File: config.mk
export PLATFORM = sky130hd
export DESIGN_NAME = burst_addr_gen
export DESIGN_NICKNAME = d
export VERILOG_FILES = /design/src/rtl/bag_pkg.sv /design/src/rtl/bag_size_check.sv /design/src/rtl/bag_addr_step.sv /design/src/rtl/bag_beat_ctr.sv /design/src/rtl/burst_addr_gen.sv
export SDC_FILE = /design/constraint.sdc
export NUM_CORES = 1
export LEC_CHECK = 0
export CORE_ASPECT_RATIO = 0.6
export CORE_MARGIN = 2
export CORE_UTILIZATION = 35
export CTS_CLUSTER_DIAMETER = 80
export DETAILED_ROUTE_END_ITERATION = 7
export SYNTH_ARGS = -nofsm -noshare
export SYNTH_HDL_FRONTEND = slang
export SYNTH_SLANG_ARGS = --single-unit
File: constraint.sdc
create_clock -name clk -period 3.7 [get_ports clk]
set_input_delay 0.74 -clock clk [delete_from_list [all_inputs] [get_ports clk]]
set_output_delay 0.74 -clock clk [all_outputs]
set_load 0.05 [all_outputs]
File: src/rtl/bag_pkg.sv
package bag_pkg;
  typedef enum logic [2:0] {
    BT_ONE    = 3'd0,
    BT_OPEN   = 3'd1,
    BT_WRAP4  = 3'd2,
    BT_STEP4  = 3'd3,
    BT_WRAP8  = 3'd4,
    BT_STEP8  = 3'd5,
    BT_WRAP16 = 3'd6,
    BT_STEP16 = 3'd7
  } burst_e;

  // log2 of the beat count; 0 for single and open-ended
  function automatic logic [2:0] beats_lg(input logic [2:0] code);
    case (code)
      3'd2, 3'd3: beats_lg = 3'd2;
      3'd4, 3'd5: beats_lg = 3'd3;
      3'd6, 3'd7: beats_lg = 3'd4;
      default:    beats_lg = 3'd0;
    endcase
  endfunction

  function automatic logic is_wrap(input logic [2:0] code);
    is_wrap = (code == BT_WRAP4) || (code == BT_WRAP8) || (code == BT_WRAP16);
  endfunction

  function automatic logic is_open(input logic [2:0] code);
    is_open = (code == BT_OPEN);
  endfunction
endpackage

File: src/rtl/bag_size_check.sv
module bag_size_check #(
  parameter int ADDR_W    = 32,
  parameter int BUS_BYTES = 4
) (
  input  logic [2:0]        size,
  input  logic [ADDR_W-1:0] addr,
  output logic [ADDR_W-1:0] step,
  output logic              size_ok,
  output logic              align_ok
);
  localparam int BUS_LG = $clog2(BUS_BYTES);

  always_comb begin
    step     = ADDR_W'(1) << size;
    size_ok  = (int'(size) <= BUS_LG);
    align_ok = ((addr & (step - ADDR_W'(1))) == '0);
  end
endmodule

File: src/rtl/bag_addr_step.sv
module bag_addr_step #(
  parameter int ADDR_W = 32
) (
  input  logic [ADDR_W-1:0] cur,
  input  logic [ADDR_W-1:0] step,
  input  logic              wrap,
  input  logic [ADDR_W-1:0] blk_mask,
  output logic [ADDR_W-1:0] nxt
);
  logic [ADDR_W-1:0] sum;

  always_comb begin
    sum = cur + step;
    if (wrap) nxt = (cur & ~blk_mask) | (sum & blk_mask);
    else      nxt = sum;
  end
endmodule

File: src/rtl/bag_beat_ctr.sv
module bag_beat_ctr #(
  parameter int CNT_W = 4
) (
  input  logic       clk,
  input  logic       rst_n,
  input  logic       load,
  input  logic [2:0] len_lg_in,
  input  logic       open_in,
  input  logic       adv,
  output logic       last
);
  logic [CNT_W-1:0] cnt_q;
  logic [CNT_W-1:0] lim_q;
  logic             open_q;

  always_ff @(posedge clk or negedge rst_n) begin
    if (!rst_n) begin
      cnt_q  <= '0;
      lim_q  <= '0;
      open_q <= 1'b0;
    end else if (load) begin
      cnt_q  <= '0;
      lim_q  <= CNT_W'((1 << len_lg_in) - 1);
      open_q <= open_in;
    end else if (adv && !last && !open_q) begin
      cnt_q <= cnt_q + CNT_W'(1);
    end
  end

  assign last = !open_q && (cnt_q == lim_q);


  cnt_in_range_chk: assert property (@(posedge clk) disable iff (!rst_n)
    cnt_q <= lim_q);
endmodule

File: src/rtl/burst_addr_gen.sv
module burst_addr_gen #(
  parameter  int ADDR_W    = 32,
  parameter  int BUS_BYTES = 4,
  localparam int FOOT_W    = $clog2(BUS_BYTES) + 5
) (
  input  logic              clk,
  input  logic              rst_n,
  input  logic              cmd_valid,
  output logic              cmd_ready,
  input  logic [ADDR_W-1:0] cmd_addr,
  input  logic [2:0]        cmd_size,
  input  logic [2:0]        cmd_burst,
  output logic              beat_valid,
  input  logic              beat_ready,
  output logic [ADDR_W-1:0] beat_addr,
  output logic              beat_last,
  input  logic              beat_stop,
  output logic [FOOT_W-1:0] footprint,
  output logic              cfg_err
);
  import bag_pkg::*;

  logic              busy_q, wrap_q, open_q, err_q;
  logic [ADDR_W-1:0] cur_q, step_q, mask_q, nxt;
  logic [FOOT_W-1:0] foot_q;
  logic [ADDR_W-1:0] cmd_step;
  logic              size_ok, align_ok, accept, legal, adv, done, last;
  logic [2:0]        len_lg;
  logic [3:0]        span_lg;

  bag_size_check #(.ADDR_W(ADDR_W), .BUS_BYTES(BUS_BYTES)) u_chk (
    .size(cmd_size), .addr(cmd_addr), .step(cmd_step),
    .size_ok(size_ok), .align_ok(align_ok)
  );

  bag_addr_step #(.ADDR_W(ADDR_W)) u_step (
    .cur(cur_q), .step(step_q), .wrap(wrap_q), .blk_mask(mask_q), .nxt(nxt)
  );

  always_comb begin
    accept  = cmd_valid && !busy_q;
    legal   = size_ok && align_ok;
    len_lg  = beats_lg(cmd_burst);
    span_lg = {1'b0, len_lg} + {1'b0, cmd_size};
    adv     = busy_q && beat_ready;
    done    = adv && (last || (open_q && beat_stop));
  end

  bag_beat_ctr #(.CNT_W(4)) u_ctr (
    .clk(clk), .rst_n(rst_n), .load(accept && legal),
    .len_lg_in(len_lg), .open_in(is_open(cmd_burst)),
    .adv(adv), .last(last)
  );

  always_ff @(posedge clk or negedge rst_n) begin
    if (!rst_n) begin
      busy_q <= 1'b0;
      wrap_q <= 1'b0;
      open_q <= 1'b0;
      err_q  <= 1'b0;
      cur_q  <= '0;
      step_q <= '0;
      mask_q <= '0;
      foot_q <= '0;
    end else begin
      err_q <= accept && !legal;
      if (accept && legal) begin
        busy_q <= 1'b1;
        cur_q  <= cmd_addr;
        step_q <= cmd_step;
        wrap_q <= is_wrap(cmd_burst);
        open_q <= is_open(cmd_burst);
        mask_q <= is_wrap(cmd_burst) ? (ADDR_W'(1) << span_lg) - ADDR_W'(1) : '0;
        foot_q <= is_open(cmd_burst) ? '0 : FOOT_W'(1) << span_lg;
      end else if (done) begin
        busy_q <= 1'b0;
      end else if (adv) begin
        cur_q <= nxt;
      end
    end
  end

  assign cmd_ready  = !busy_q;
  assign beat_valid = busy_q;
  assign beat_addr  = cur_q;
  assign beat_last  = busy_q && last;
  assign footprint  = foot_q;
  assign cfg_err    = err_q;


  hold_on_stall_chk: assert property (@(posedge clk) disable iff (!rst_n)
    (beat_valid && !beat_ready) |=> (beat_valid && $stable(beat_addr) && $stable(beat_last)));


  incr_step_chk: assert property (@(posedge clk) disable iff (!rst_n)
    (adv && !done && !wrap_q) |=> (beat_addr == $past(beat_addr) + $past(step_q)));


  wrap_block_chk: assert property (@(posedge clk) disable iff (!rst_n)
    (adv && !done && wrap_q) |=> (((beat_addr ^ $past(beat_addr)) & ~mask_q) == '0));


  open_no_last_chk: assert property (@(posedge clk) disable iff (!rst_n)
    (beat_valid && open_q) |-> !beat_last);


  err_no_beat_chk: assert property (@(posedge clk) disable iff (!rst_n)
    cfg_err |-> !beat_valid);


  free_after_last_chk: assert property (@(posedge clk) disable iff (!rst_n)
    (beat_valid && beat_ready && beat_last) |=> (cmd_ready && !beat_valid));


  foot_hold_chk: assert property (@(posedge clk) disable iff (!rst_n)
    (beat_valid && $past(beat_valid)) |-> $stable(footprint));
endmodule

==> results of run 1 <==
## path summary, 6_finish.rpt
path,to,start,slack [ns]
min reg2reg,mask_q[0]$_DFFE_PN0P_,mask_q[0]$_DFFE_PN0P_,0.47
max in group asynchronous,step_q[0]$_DFFE_PN0P_,rst_n,2.57
min,asynchronous set/reset pin,rst_n,0.33
min in group clk,mask_q[0]$_DFFE_PN0P_,mask_q[0]$_DFFE_PN0P_,0.47
max reg2reg,flop,flop,0.71
max,beat_last,u_ctr.cnt_q[0]$_DFFE_PN0P_,0.34
## cell usage after synthesis, types with 3 or more instances
cell / n / area [um2]
ha_1: 16 / 200
o2111ai_1: 6 / 52.6
mux2i_1: 8 / 80.1
and3_1: 7 / 43.8
a211o_1: 3 / 26.3
o31a_1: 3 / 26.3
inv_1: 22 / 82.6
clkbuf_1: 30 / 113
or4_1: 3 / 22.5
nor2b_1: 5 / 31.3
and2_1: 9 / 56.3
nor3_1: 13 / 65.1
or3_1: 13 / 81.3
a21o_1: 6 / 45.0
nand3_1: 21 / 105
xor2_1: 5 / 43.8
dfrtp_1: 90 / 2250
o21ai_0: 47 / 235
o211ai_1: 15 / 113
and4_1: 4 / 35.0
o31ai_1: 8 / 60.1
nor2_1: 39 / 146
nand2b_1: 7 / 43.8
a31oi_1: 8 / 50.1
xnor2_1: 24 / 210
nand2_1: 73 / 274
nor4_1: 8 / 50.1
a21oi_1: 29 / 145
o41ai_1: 7 / 61.3
## routing by layer
metal	global-route usage, %	wire length (um)	share of wire (%)	vias up
li1	-	-	-	2171
met1	30.9	7490	52	2197
met2	26.0	5880	41	152
met3	4.70	1050	7.2	9
met4	3.81	70	0.48	0
met5	0	0	0	-
## worst register-to-register path, delay by kind of cell (launching register included)
family                   cells  cell delay, ns
AND/OR/NAND/NOR              4            1.30
adder cells (fa/ha/maj)      2            0.60
AO/OA/AOI/OAI                2            0.57
flip-flops                   1            0.37
buffers and inverters        1            0.06
## power breakdown
part	internal [W]	leakage [nW]	switching [W]
Combinational	0.000617	1.51	0.00105
Sequential	0.00120	1.20	0.000239
Clock	0.000495	0.138	0.000395
Total	0.00231	2.85	0.00168
## final cells by class
| type | count | share of cell area, % |
|---|---|---|
| clock buffers | 11 | 3.92 |
| multi-input cells | 413 | 39.7 |
| inverters | 22 | 1.28 |
| well taps | 192 | 3.72 |
| flip-flops and latches | 90 | 34.9 |
| repair buffers | 106 | 15.9 |
| clock inverters | 5 | 0.582 |
## cell families (layout without fill, tap and decap cells)
group,after synthesis,in the layout
xor+xnor,29,29
simple gates,212,212
compound gates,146,146
buf+inv,53,144
mux,8,8
fa+ha+maj,18,18
flops,90,90
## through the flow
stage	instances	area, um2	utilization, %	total power, W	hold slack [ns]
2_1_floorplan	556	5010	-	0.00250	0.433
3_3_place_gp	823	6160	44.6	0.00308	0.456
3_5_place_dp	823	6160	44.6	0.00312	0.465
4_1_cts	839	6450	46.7	0.00402	0.348
5_1_grt	839	6450	46.7	0.00421	0.357
6_report	839	6450	46.7	0.00400	0.333
==> key figures, run 1 <==
Global route
  – Initial antenna violation count: 0
  – Largest net degree at the start of global routing: 73
  – GRT Overall Usage: around 19%
  – Vias in the first global route: 4,278
  – Total congestion overflow: 0
  – First-pass GRT wire length: 23.1 mm

CTS
  – Post-CTS setup buffers: 0
  – Clk_lat worst skew: around 0.35 ns
  – Post-CTS sizing: 0
  – Cts hold-fix bufs: 0
  – CTS Root Cell: clkbuf_16
  – Inserted Clock Buffers: 9
  – Htree depth: 3
  – CTS tree: done
  – Clock buffer depth: 2
  – # clock sinks: 90
  – Clock transition at path regs: ~0.07 ns

Routing
  – Drt wl/cell: ~17 um
  – DR vias/cell: approximately 5.4
  – First drt pass iteration count: 7
  – Starting DRT DRC Count: 334
  – Remaining antenna violation count: 0
  – Drt total wl: about 14 mm
  – Vias: 4,529
  – DRC violations left: 0

Floorplan
  – IO Count: 86
  – Core area: between 10,000 and 15,000 um2
  – Die height: about 97 um
  – Initial core utilization: 36.2%
  – Die area: around 15,000 um2
  – Std-Cell Rows: 33
  – Die width: around 160 um

Layout
  – Filler instances: roughly 1,300
  – Nets: ~700
  – Layout cells sized above 1: under 10%
  – Commonest non-fill, non-tap cell in the layout: dfrtp_1
  – Area delta synth->final: 28.9%
  – Commonest cells after routing, fill and taps aside: 90 x dfrtp_1, 83 x clkdlybuf4s50_1, 73 x nand2_1
  – Sequential cell area: 2250 um2
  – Footprint of the multi-input gates: ~2600 um2
  – ANT cells: 0

Critical path
  – Crit Path Max Fanout: 20
  – Kind of critical path: flop to primary output
  – Slowest cell on crit path: and3_1
  – Worst r2r path cells: 9
  – Critical path startpoint category: flop
  – Buffer and inverter count on the worst path: 1
  – Critical-path cell list: nor2b_1 > a2111oi_0 > and3_1 > and2_1 > buf_4
  – WP depth: 5
  – CP Capture Type: primary output
  – CP required: 2.96 ns
  – Critical Path Max Stage Delay: slightly above 0.7 ns
  – Worst path arrival time: between 2 and 3 ns
  – Critical path's top delay family: simple AND/OR/NAND/NOR gates

Logic synthesis
  – Ys Warns: 0
  – Post-synth EDFFs: 0
  – Unique masters post-synth: 48
  – Fraction of the mapped netlist area in adder cells: under 10%
  – XOR/XNOR share of the synthesized area: ~5.1%
  – FF+latch count, synth: 90
  – Async SR Flop Fraction: 100%
  – Post-synthesis cell count: between 500 and 600
  – Top_reg_cell synth: dfrtp_1
  – Syn avg cell area: between 9 and 10 um2
  – Mux cell area share after synthesis: 1.60%
  – Simple-gate share of the synthesized area: between 20% and 30%
  – Mapped Area: approximately 5000 um2
  – Post-synthesis compound-gate area fraction: 18.7%
  – Main combinational cell family by area after synthesis: simple AND/OR/NAND/NOR gates
  – Mapped Nets: between 600 and 700
  – Sequential area share after synthesis: 45.0%

STA
  – RSZ-0062 raised after global routing: no
  – Worst setup slack after layout: 0.337 ns
  – Final Hold Viols: 0
  – Fmax: 297 MHz
  – Final Slew Violations: 0
  – Fin Setup TNS: 0 ns
  – Final min period: between 3 and 4 ns
  – Clock skew: between 0.01 and 0.015 ns
  – Fin crit share: about nine tenths
  – Slew @ Worst Pin: ~1.1 ns
  – # setup viols final: 0
  – Slew HR: 25.5%

Flow run
  – Max-cap violation count: 0

Pwr
  – Peak supply drop: 0.000249 V
  – LEAKAGE: ~2.8 nW
  – Power Density: between 600 and 700 nW/um2

Status
  – Status: finished clean

Placed design
  – Dpl ws: about 0.00037 ns
  – Final Wtd Congestion: 0.918
  – Port bufs: 85
  – DP HPWL: 10.8 mm

Min path
  – Worst hold path type: input port to asynchronous set/reset pin
Note: power is estimated with default switching activity, not from simulation.
==> run 2: changes to the inputs <==
Clock period 3.7 ns to 4.4 ns, I/O delays scaled along.
==> run 2 against run 1 <==
Compared with the run above:
- routed wire length shrank 0.90%
- utilization shrank 0.71 points
- critical path depth grew 8
- register-to-register slack gained 0.69 ns
- clock power shrank 16%
- combinational power shrank 17%
- worst hold slack gained 0.14 ns
- largest power group unchanged
- highest routed layer unchanged
==> key figures, run 2 (same netlist as run 1, synthesis figures left out) <==
Critical path
  – Critical path startpoint category: input port
  – CP Capture Type: flop
  – Worst path arrival time: a little over 4 ns
  – Crit Path Max Fanout: 11
  – Reg2reg setup slack: around 1.4 ns
  – Kind of critical path: input port to flop
  – CP required: around 4.6 ns

Layout
  – ANT cells: 0
  – Layout cells sized above 1: 5.35%
  – Commonest non-fill, non-tap cell in the layout: dfrtp_1
  – Commonest cells after routing, fill and taps aside: 90 x dfrtp_1, 84 x clkdlybuf4s50_1, 73 x nand2_1
  – Area delta synth->final: 26.9%
  – Post-route cell area: 6350 um2
  – Nets: 692

Global route
  – Largest net degree at the start of global routing: 69
  – First-pass GRT wire length: ~23 mm
  – GRT Overall Usage: between 10% and 20%
  – Vias in the first global route: approximately 4,300
  – Initial antenna violation count: 0
  – Total congestion overflow: 0

CTS
  – Clock transition at path regs: roughly 0.060 ns
  – CTS Root Cell: clkbuf_16
  – Clk_lat worst skew: 0.34 ns
  – Post-CTS setup buffers: 0
  – Htree depth: 3
  – # clock sinks: 90
  – Cts hold-fix bufs: 0
  – Inserted Clock Buffers: 9
  – CTS tree: done
  – Post-CTS sizing: 0
  – Clock buffer depth: 2

Pwr
  – Peak supply drop: 0.000346 V
  – Power Density: about 530 nW/um2
  – LEAKAGE: about 2.8 nW

Routing
  – Met3 wire length: 920 um
  – Met2 Wirelength: around 6 mm
  – DR top layer: met4
  – Remaining antenna violation count: 0
  – Met1 wire length: between 7 and 8 mm
  – Vias: between 4,000 and 5,000
  – First drt pass iteration count: 5
  – Starting DRT DRC Count: ~390
  – DR vias/cell: between 5 and 6
  – Drt wl/cell: between 15 and 20 um
  – DRC violations left: 0
  – Drt total wl: between 10 and 15 mm

Placed design
  – Placed cell area: ~6100 um2
  – DP HPWL: between 10 and 15 mm
  – Final Wtd Congestion: 0.889
  – Port bufs: 85

STA
  – Final Slew Violations: 0
  – Slew @ Worst Pin: 1.04 ns
  – Final Hold Viols: 0
  – Hold_ws: around 0.47 ns
  – Fmax: ~260 MHz
  – Slew HR: between 30% and 40%
  – Final min period: 3.91 ns
  – Fin Setup TNS: 0 ns
  – # setup viols final: 0
  – RSZ-0062 raised after global routing: no
  – Clock skew: 0.0105 ns
  – Fin crit share: between 80% and 90%

Min path
  – Worst hold path type: flop to flop

Floorplan
  – Initial core utilization: a little over a third
  – IO Count: between 80 and 90
  – Die area: around 15,000 um2
  – Std-Cell Rows: 33
  – Die height: 96.7 um
  – Die width: between 150 and 200 um
  – Core area: around 14,000 um2

Flow run
  – Max-cap violation count: 0

Status
  – Status: finished clean
[run 2: path summary, 6_finish.rpt]
check / from / endpoint / cells after the start
setup / recovery: cmd_burst[2] / mask_q[24]$_DFFE_PN0P_ / 13
hold / removal: mask_q[0]$_DFFE_PN0P_ / mask_q[0]$_DFFE_PN0P_ / 2
setup reg to reg: flop / flop / 9
hold reg to reg: mask_q[0]$_DFFE_PN0P_ / mask_q[0]$_DFFE_PN0P_ / 2
max in group asynchronous: rst_n / open_q$_DFFE_PN0P_ / 2
min in group asynchronous: rst_n / asynchronous set/reset pin / 1
[run 2: worst max-delay path, stage by stage]
cell and delay [ns]:
clkdlybuf4s50_1 0.48, xnor2_1 0.33, inv_1 0.09, ha_1 0.28
a21o_1 0.20, a21o_1 0.29, nor2_1 0.28, nand3_1 0.18
ha_1 0.31, o31ai_1 0.18, nor2_1 0.19, nand3_1 0.29
o21ai_0 0.13
[run 2: final cells by class]
type                            count  area [um2]
Tap cell                          192         240
Multi-Input combinational cell    413        2560
Inverter                           22        82.6
Fill cell                        1328        7480
Clock buffer                       14         274
Timing Repair Buffer               95         936
Sequential cell                    90        2250
Clock inverter                      2        10.0
[run 2: per-layer routing]
layer,track usage (%),up-vias
li1,-,2147
met1,29.8,2176
met2,26.4,126
met3,4.75,11
met4,3.53,0
met5,0,-
[run 2: power breakdown]
| part | switching [W] | internal, W | total (W) | leakage (nW) |
|---|---|---|---|---|
| combinational | 0.000873 | 0.000504 | 0.00138 | 1.45 |
| sequential | 0.000203 | 0.00101 | 0.00121 | 1.20 |
| clock | 0.000322 | 0.000429 | 0.000751 | 0.143 |
[run 2: metrics by stage]
stage          util, %  setup slack, ns  cells  total power (W)
2_1_floorplan        -            0.980    556          0.00210
3_3_place_gp      43.9            0.350    812          0.00257
3_5_place_dp      43.9            0.195    812          0.00261
4_1_cts           45.9            0.547    828          0.00336
5_1_grt           45.9            0.204    828          0.00352
6_report          45.9            0.488    828          0.00334
==> run 3: changes to the inputs <==
Clock period 4.4 ns to 3.3 ns, I/O delays scaled along.
==> run 3 against run 2 <==
Compared with the run above:
- count of clock-buffer cells in the layout decreased by 3
- critical path depth increased by 1
- non-clock buffer count increased by 42
- first-iteration DRC count decreased by 23%
- sequential share of layout area decreased by 2.0 points
- cell count increased by 5.1%
- sequential cell count unchanged
- routed wire length increased by 1.4%
- largest cell class unchanged
- design area increased by 6.0%
- utilization increased by 2.8 points
- highest routed layer unchanged
- critical endpoint is now mask_q[8]$_DFFE_PN0P_
- register-to-register slack got worse by 1.1 ns
==> key figures, run 3 (same netlist as run 1, synthesis figures left out) <==
Status
  – Status: finished clean

Floorplan
  – IO Count: 86
  – Initial core utilization: 36.2%
  – Die area: about 15,000 um2
  – Die width: 158 um
  – Die height: a little under 100 um
  – Std-Cell Rows: 33
  – Core area: between 10,000 and 15,000 um2

Pwr
  – Peak supply drop: ~0.0003 V
  – Power Density: a little under 700 nW/um2
  – LEAKAGE: 3.02 nW

Routing
  – First drt pass iteration count: 4
  – Drt total wl: between 10 and 15 mm
  – Vias: 4,580
  – DRC violations left: 0
  – Remaining antenna violation count: 0
  – Starting DRT DRC Count: 300
  – DR vias/cell: roughly 5.3
  – Drt wl/cell: about 17 um

Critical path
  – Kind of critical path: input port to flop
  – CP Capture Type: flop
  – Reg2reg setup slack: around 0.33 ns
  – Crit Path Max Fanout: 5
  – Critical path startpoint category: input port
  – Worst path arrival time: between 3 and 4 ns
  – Setup crit start: cmd_burst[2]
  – CP required: between 3 and 4 ns
  – Worst r2r path cells: 9

STA
  – Fmax: about 320 MHz
  – Fin crit share: roughly 94%
  – # setup viols final: 0
  – Clock skew: 0.0114 ns
  – Slew @ Worst Pin: about 1.1 ns
  – Slew HR: about a quarter
  – Final Slew Violations: 0
  – Final min period: just over 3 ns
  – Final Hold Viols: 0

Placed design
  – DP HPWL: about 11 mm
  – Port bufs: 85
  – Final Wtd Congestion: 0.894
  – Placed cells: between 800 and 900

Global route
  – Largest net degree at the start of global routing: 52
  – Vias in the first global route: 4,561
  – Total congestion overflow: 0
  – Initial antenna violation count: 0
  – First-pass GRT wire length: 24.1 mm
  – GRT Overall Usage: roughly 20%

Layout
  – Final Non-Filler Cells: slightly below 900
  – Final core occ: ~49%
  – Area delta synth->final: 34.5%
  – Nets: ~730
  – Layout cells sized above 1: about an eighth
  – Commonest cells after routing, fill and taps aside: 90 x dfrtp_1, 83 x clkdlybuf4s50_1, 73 x nand2_1
  – ANT cells: 0
  – Filler instances: roughly 1,300
  – Commonest non-fill, non-tap cell in the layout: dfrtp_1

CTS
  – Htree depth: 3
  – # clock sinks: 90
  – Clock buffer depth: 2
  – Clk_lat worst skew: ~0.35 ns
  – CTS Root Cell: clkbuf_16
  – Clock transition at path regs: 0.07 ns
  – Cts hold-fix bufs: 0
  – CTS tree: done
  – Inserted Clock Buffers: 9

Flow run
  – Max-cap violation count: 0

Min path
  – Worst hold path type: input port to asynchronous set/reset pin
## run 3: cell count changes in the layout (fill, tap and decap cells not counted), sizes merged
cell	previous run	this run
clkdlybuf4s50	84	83
clkbuf	14	11
bufinv	0	1
inv	22	23
buf	11	54
clkinv	2	1
clkinvlp	0	2
## run 3: worst max-delay path by stage
stage | to | slack (ns) | cells past startpoint
final | mask_q[8]$_DFFE_PN0P_ | 0.19 | 14
after global placement | mask_q[24]$_DFFE_PN0P_ | -0.18 | 13
after CTS | mask_q[8]$_DFFE_PN0P_ | 0.07 | 14
after floorplan | mask_q[24]$_DFFE_PN0P_ | 0.1 | 12
after global routing | mask_q[6]$_DFFE_PN0P_ | -0.007 | 13
after detailed placement | mask_q[24]$_DFFE_PN0P_ | -0.33 | 13
## run 3: where the power goes
part	switching (W)	internal, W	total [W]
Combinational	0.00119	0.000739	0.00193
Clock	0.000447	0.000612	0.00106
Sequential	0.000266	0.00135	0.00161
Total	0.00191	0.00270	0.00460
## run 3: timing repair
item                       4_1_cts  5_1_grt
resized for setup                1        4
setup endpoints to repair        1       13
cloned                           0        0
buffers inserted                 0        1
pin swaps                        0        1
## run 3: worst max-delay path, cell delays in order
cell and delay, ns:
clkdlybuf4s50_1 0.51, nor2b_1 0.15, ha_1 0.18, inv_1 0.06, fa_1 0.44, xnor2_2 0.18
nor2_2 0.18, nand3_1 0.12, ha_2 0.24, o31ai_2 0.10, nor2_1 0.13, buf_4 0.17
a21oi_1 0.12, o21ai_0 0.09
## run 3: per-layer routing
metal	routed length [um]	part of all wire, %	global-route usage (%)	up-vias
met2	5930	41	27.9	122
li1	-	-	-	2226
met4	146	1.0	3.53	0
met1	7680	53	31.5	2219
met3	803	5.5	4.17	13
met5	0	0	0	-
## run 3: final cells by class
type	instances	area, um2	share of cell area [%]
clock inverters	5	62.6	0.929
clock buffers	11	243	3.60
multi-input cells	413	2580	38.3
flip-flops and latches	90	2250	33.4
inverters	22	82.6	1.23
well taps	192	240	3.57
repair buffers	137	1270	18.9
## run 3: per-stage QoR
stage	instance area, um2	setup slack (ns)	TNS (ns)	hold WS [ns]	total power (W)
5_1_grt	6740	-0.00706	-0.00706	0.359	0.00486
3_5_place_dp	6400	-0.326	-4.24	0.455	0.00354
4_1_cts	6710	0.0726	0	0.339	0.00462
2_1_floorplan	5010	0.0996	0	0.364	0.00280
3_3_place_gp	6400	-0.180	-1.59	0.454	0.00350
6_report	6740	0.194	0	0.305	0.00460
